--- config.mk ---
export PLATFORM = sky130hd
export DESIGN_NAME = pcg_serial
export DESIGN_NICKNAME = d
export VERILOG_FILES = /design/src/rtl/pcg_pkg.sv /design/src/rtl/pcg_lfsr.sv /design/src/rtl/pcg_count.sv /design/src/rtl/pcg_cmp.sv /design/src/rtl/pcg_serial.sv
export SDC_FILE = /design/constraint.sdc
export NUM_CORES = 1
export LEC_CHECK = 0
export BUFFER_PORTS_ARGS = -buffer_cell sky130_fd_sc_hd__buf_4
export CAP_MARGIN = 30
export CORE_AREA = 2 2 39 41
export CTS_CLUSTER_DIAMETER = 120
export DETAILED_ROUTE_END_ITERATION = 7
export DIE_AREA = 0 0 41 43
export GPL_TIMING_DRIVEN = 0
export PLACE_DENSITY = 0.74
export SLEW_MARGIN = 20
export SYNTH_ARGS = -nofsm -noshare
export SYNTH_HDL_FRONTEND = slang
export SYNTH_HIERARCHICAL = 1
export SYNTH_SLANG_ARGS = --single-unit
export TNS_END_PERCENT = 100
--- constraint.sdc ---
create_clock -name clk -period 2.55 [get_ports clk]
set_input_delay 0.255 -clock clk [delete_from_list [all_inputs] [get_ports clk]]
set_output_delay 0.255 -clock clk [all_outputs]
set_load 0.03 [all_outputs]
--- src/rtl/pcg_pkg.sv ---
package pcg_pkg;
  localparam int unsigned CHK_W     = 6;
  localparam int unsigned FRAME_LEN = 15;
  // Generator coefficients x^0..x^5 (x^6 implicit): x^6 + x^5 + x^2 + 1
  localparam logic [CHK_W-1:0] GEN_POLY = 6'b100101;
endpackage

--- src/rtl/pcg_lfsr.sv ---
module pcg_lfsr #(
  parameter int unsigned            W    = pcg_pkg::CHK_W,
  parameter logic [W-1:0]           POLY = pcg_pkg::GEN_POLY
) (
  input  logic         clk,
  input  logic         rst_n,
  input  logic         clr,
  input  logic         step,
  input  logic         din,
  output logic [W-1:0] chk
);
  logic [W-1:0] chk_q;
  logic [W-1:0] shifted;
  logic [W-1:0] chk_d;
  logic         fb;

  assign fb = din ^ chk_q[W-1];

  // Stage 0 takes the feedback; every other stage takes its lower neighbour,
  // with the feedback folded in where the generator has a coefficient.
  assign shifted[0] = POLY[0] & fb;
  for (genvar i = 1; i < W; i++) begin : g_stage
    assign shifted[i] = chk_q[i-1] ^ (POLY[i] & fb);
  end

  always_comb begin
    chk_d = chk_q;
    if (clr) begin
      chk_d = '0;
    end else if (step) begin
      chk_d = shifted;
    end
  end

  always_ff @(posedge clk or negedge rst_n) begin
    if (!rst_n) begin
      chk_q <= '0;
    end else begin
      chk_q <= chk_d;
    end
  end

  assign chk = chk_q;
endmodule

--- src/rtl/pcg_count.sv ---
module pcg_count #(
  parameter int unsigned LEN   = pcg_pkg::FRAME_LEN,
  localparam int unsigned CW   = $clog2(LEN + 1)
) (
  input  logic clk,
  input  logic rst_n,
  input  logic start,
  input  logic din_vld,
  output logic step,
  output logic done
);
  logic [CW-1:0] cnt_q, cnt_d;
  logic          done_q, done_d;
  logic          full;

  assign full = (cnt_q == CW'(LEN));
  assign step = din_vld && !start && !full;

  always_comb begin
    cnt_d  = cnt_q;
    done_d = 1'b0;
    if (start) begin
      cnt_d = '0;
    end else if (step) begin
      cnt_d  = cnt_q + 1'b1;
      done_d = (cnt_q == CW'(LEN - 1));
    end
  end

  always_ff @(posedge clk or negedge rst_n) begin
    if (!rst_n) begin
      cnt_q  <= '0;
      done_q <= 1'b0;
    end else begin
      cnt_q  <= cnt_d;
      done_q <= done_d;
    end
  end

  assign done = done_q;
endmodule

--- src/rtl/pcg_cmp.sv ---
module pcg_cmp #(
  parameter int unsigned W = pcg_pkg::CHK_W
) (
  input  logic [W-1:0] calc,
  input  logic [W-1:0] rcvd,
  input  logic         rcvd_vld,
  input  logic         done,
  output logic         mismatch
);
  assign mismatch = done && rcvd_vld && (calc != rcvd);
endmodule

--- src/rtl/pcg_serial.sv ---
module pcg_serial #(
  parameter int unsigned W   = pcg_pkg::CHK_W,
  parameter int unsigned LEN = pcg_pkg::FRAME_LEN
) (
  input  logic         clk,
  input  logic         rst_n,
  input  logic         start,
  input  logic         din,
  input  logic         din_vld,
  input  logic [W-1:0] rx_chk,
  input  logic         rx_chk_vld,
  output logic [W-1:0] chk_out,
  output logic         done,
  output logic         mismatch
);
  logic step;

  pcg_count #(.LEN(LEN)) u_count (
    .clk     (clk),
    .rst_n   (rst_n),
    .start   (start),
    .din_vld (din_vld),
    .step    (step),
    .done    (done)
  );

  pcg_lfsr #(.W(W)) u_lfsr (
    .clk   (clk),
    .rst_n (rst_n),
    .clr   (start),
    .step  (step),
    .din   (din),
    .chk   (chk_out)
  );

  pcg_cmp #(.W(W)) u_cmp (
    .calc     (chk_out),
    .rcvd     (rx_chk),
    .rcvd_vld (rx_chk_vld),
    .done     (done),
    .mismatch (mismatch)
  );
endmodule

======== Word-level counts from Yosys, hierarchy flattened ========
Index checks and enable logic that the tools add are counted.
storage, ports and cells
  register bits after elaboration ......... 11
  output and inout bits ................... 8
  word-level logic and storage cells ...... 23
operators by class
  add/sub/neg operators ................... 1
  equal/unequal tests ..................... 3
  multiplexer cells ....................... 6
  bitwise logic cells ..................... 3
  reductions and logical operators ........ 7
operators by type and width
  cell                                                            count
  6-bit 2-to-1 mux                                                2
  4-bit equality test (second input constant)                     2
  4-bit 2-to-1 mux                                                2
  6-bit inequality test                                           1
  4-bit by 1-bit adder with 4-bit output (second input constant)  1
  1-bit logical AND                                               4
  1-bit bitwise XOR                                               3
  1-bit zero test                                                 2
  1-bit 2-to-1 mux                                                2
  2-bit nonzero test                                              1

======== Longest topological paths before layout ========
  word-level depth ........................ 5
  gate-level depth with buffers ........... 8

======== Modules after synthesis ========
The synthesis kept the hierarchy.
modules (own cells, without submodules)
  module     times used  cells each  area an instance (µm²)  sequential area each (µm²)
  pcg_lfsr   1           28          287.8                   150.1
  pcg_count  1           24          256.5                   125.1
  pcg_cmp    1           9           68.8                    0.0

======== Worst setup path before layout ========
Ideal clock, no wire load.
  path type ............................... flip-flop to output port
  from .................................... register u_lfsr.chk_q[4] (netlist: u_lfsr/chk[4])
  to ...................................... output port mismatch
  arrival ................................. 1320 ps
  data required time ...................... 2295 ps
  path slack .............................. 975 ps
  stages on the path, launching flop included .. 4
  buffers on the path ..................... 0
  cell sequence ........................... dfrtp_1 -> xor2_1 -> nor4_1 -> a31oi_1
between the ends
  longest elaborated chain between the ends .. 2
RTL lines
  element                 RTL line          RTL
  from (decl)             pcg_lfsr.sv:12    logic [W-1:0] chk_q;
  from (signal assigned)  pcg_lfsr.sv:39    chk_q <= chk_d;
  6-bit inequality test   pcg_cmp.sv:10     assign mismatch = done && rcvd_vld && (calc != rcvd);
  1-bit logical AND       pcg_cmp.sv:10
  to (decl)               pcg_serial.sv:14  output logic mismatch
No other way between the ends.

======== Worst setup path after layout ========
Ends and elaborated chain as after synthesis.

==> impl_metrics.env <==
export IMPL_status="finished clean"
export IMPL_path_max_fanout=4
export IMPL_final_hold_viol_count=0
export IMPL_post_drt_via_cell_ratio=5.17
export IMPL_io_pins=20
export IMPL_grt_pass1_wl_um=1880
export IMPL_finClkSkew_ns=0.000891
export IMPL_yosysWarnings=6
export IMPL_drc=0
export IMPL_place_gp_congestion=0.672
export IMPL_clkTransAtPathRegs_ns=0.07
export IMPL_power_leakage_nw=0.400
export IMPL_grt_use_met3_pct=3.14
export IMPL_ys_ff_latch=11
export IMPL_clock_sinks=11
export IMPL_grt_pass1_vias=486
export IMPL_criticalPathCategory="reg2out"
export IMPL_synth_cells=61
export IMPL_drive_gt1_share_pct=29.4
export IMPL_dp_hpwl_um=925
export IMPL_fmax_mhz=588
export IMPL_whs_ns=0.181
export IMPL_cp_arrival_ns=1.44
export IMPL_grt_total_usage_pct=15.7
export IMPL_min_period_ns=1.70
export IMPL_max_slew_worst_pin_slew_ns=0.281
export IMPL_start_util_pct=44.3
export IMPL_grt_max_degree=12
export IMPL_cap_violations=0
export IMPL_hold_start="start"
export IMPL_antenna_found_initial=0
export IMPL_via_count=522
export IMPL_syn_to_final_growth_pct=32.4
export IMPL_hold_path_depth=2
export IMPL_met1_usage_pct=17.7
export IMPL_clk_latency_ns=0.26
export IMPL_wl_um=1180
export IMPL_worstReg2RegStart="u_count/cnt_q[0]"
export IMPL_peakVddDrop_v=0.000338
export IMPL_cts_resized=0
export IMPL_busiest_layer="met2"
export IMPL_crit_required_ns=2.30
export IMPL_drtIter0Drc=3
export IMPL_syn_avg_cell_area_um2=10.1
export IMPL_yosysSeqAreaShare_pct=44.9
export IMPL_htreeDepth=1
export IMPL_crit_path_start_kind="flop"
export IMPL_syn_num_nets=75
export IMPL_max_slew_margin_rel_pct=81.1
export IMPL_wl_per_cell_um=11.6
export IMPL_hold_path_class="in2reg"
export IMPL_drtAntennaViolNets=0
export IMPL_postCtsSetupRepairBufs=0
export IMPL_power_mw=0.373
export IMPL_end_kind="output port"
export IMPL_io_buffer_count=19
export IMPL_nets=100
export IMPL_clockRootBuffer="clkbuf_4"
export IMPL_yosysTopAreaCell="dfrtp_1"
export IMPL_synth_area_leaders="dfrtp_1 45%, xor2_1 7.1%, mux2i_1 6.5%"
export IMPL_fp_coreArea_um2=1380
export IMPL_cts_tree="built"
export IMPL_clockBufferDepth=2
export IMPL_first_pass_iters=4
export IMPL_cp_startpoint="u_lfsr/chk[4]"
export IMPL_synth_top_area_share_pct=44.9
export IMPL_worstRegToRegCells=7
export IMPL_syn_area_um2=613
export IMPL_fp_dieW_um=41
export IMPL_dieArea_um2=1760
export IMPL_setup_viol=0
export IMPL_postCtsHoldBufs=1
export IMPL_nFillCells=123
export IMPL_cts_buffers=3
export IMPL_met2_usage_pct=26.3
export IMPL_post_route_period_util_pct=66.7
export IMPL_overflow=0
export IMPL_rsz0062_at_grt="no"
export IMPL_p_per_area_nw_per_um2=460
export IMPL_finalMaxSlewViolations=0
export IMPL_die_h_um=43
export IMPL_synthDistinctLibCells=24
export IMPL_num_antenna_cells=0
export IMPL_fin_tns_setup_ns=0
export IMPL_rows=14
[cells in the mapped netlist]
| cell type | count |
|---|---|
| dfrtp_1 | 11 |
| mux2i_1 | 4 |
| buf_4 | 1 |
| a211oi_1 | 3 |
| xnor2_1 | 3 |
| nor3_1 | 2 |
| a31o_1 | 1 |
| nor2_1 | 8 |
| o21bai_2 | 1 |
| ha_1 | 2 |
| nand2b_1 | 2 |
| nand3_1 | 2 |
| nor4_1 | 1 |
| buf_2 | 1 |
| inv_1 | 3 |
| and4b_1 | 1 |
| a31oi_1 | 1 |
| o211ai_1 | 1 |
| xor2_1 | 5 |
| nand4b_1 | 1 |
| nand3b_1 | 1 |
| nand2_1 | 3 |
| nand4_1 | 1 |
| a21oi_1 | 2 |
[final timing paths]
kind | to | slack (ns)
max | mismatch | 0.85
max in group asynchronous | u_count/cnt_q[1] | 2.05
min reg2reg | u_count/cnt_q[0] | 0.54
max reg2reg | u_lfsr/chk[4] | 0.98
min | u_count/cnt_q[3] | 0.18
min in group asynchronous | u_count/cnt_q[3] | 0.36
[worst max-delay path, stage by stage, from the launching register on]
cell and delay, ns:
dfrtp_1 0.43, xor2_1 0.17, nor4_1 0.29, a31oi_1 0.12, buf_4 0.17
[stage by stage]
step | std cells | area (um2) | utilization [%] | setup WS [ns]
global route | 101 | 812 | 58.7 | 0.756
global placement | 96 | 776 | 56.1 | 0.991
detailed placement | 96 | 776 | 56.1 | 0.976
finish | 101 | 812 | 58.7 | 0.850
CTS | 101 | 812 | 58.7 | 0.814
floorplan | 61 | 613 | - | 0.975
[cells by family (layout without fill, tap and decap cells)]
family                     after synthesis  count (layout)  synth area share (%)
and+or+nand+nor                         22              22                  18.4
muxes                                    4               4                  6.53
adders and majority gates                2               2                  4.08
buffers and inverters                    5              29                  3.88
xor gates and xnor gates                 8               8                  11.4
DFF                                     11              11                  44.9
AOI/OAI and AO/OA                        9               9                  10.8
[registers in the layout, indices dropped and copies added (netlist names)]
name           flops
u_lfsr/chk         6
u_count/cnt_q      4
u_count/done       1
[layout by cell type, fill, tap and decap left out]
cell and count:
nor3_1 2, nand2b_1 2, a211oi_1 3, nand3_1 2, a31o_1 1, clkbuf_1 1
buf_4 20, o211ai_1 1, a31oi_1 1, clkbuf_4 3, o21bai_2 1, buf_2 1
and4b_1 1, xor2_1 5, dlygate4sd3_1 1, nand2_1 3, nand4_1 1, a21oi_1 2
xnor2_1 3, nand3b_1 1, nor2_1 8, dfrtp_1 11, ha_1 2, nand4b_1 1
nor4_1 1, inv_1 3, mux2i_1 4
[layout make-up]
class / instances / area, um2 / area share [%]
Clock buffer: 4 / 26.3 / 3.24
Inverter: 3 / 11.3 / 1.39
Buffer: 2 / 12.5 / 1.54
Sequential cell: 11 / 275 / 33.9
Multi-Input combinational cell: 45 / 314 / 38.7
Timing Repair Buffer: 20 / 153 / 18.8
Tap cell: 16 / 20.0 / 2.47
[routing by layer]
| layer | share of wire [%] | up-vias |
|---|---|---|
| li1 | - | 259 |
| met1 | 40 | 233 |
| met2 | 47 | 28 |
| met3 | 11 | 2 |
| met4 | 1.6 | 0 |
| met5 | 0 | - |
[power by group]
group,internal [mW],switching (mW),total (mW)
Sequential,0.181,0.00869,0.190
Clock,0.0605,0.0557,0.116
Combinational,0.0335,0.0337,0.0672
Total,0.275,0.0981,0.373
Power figures use the tool's default switching activity.
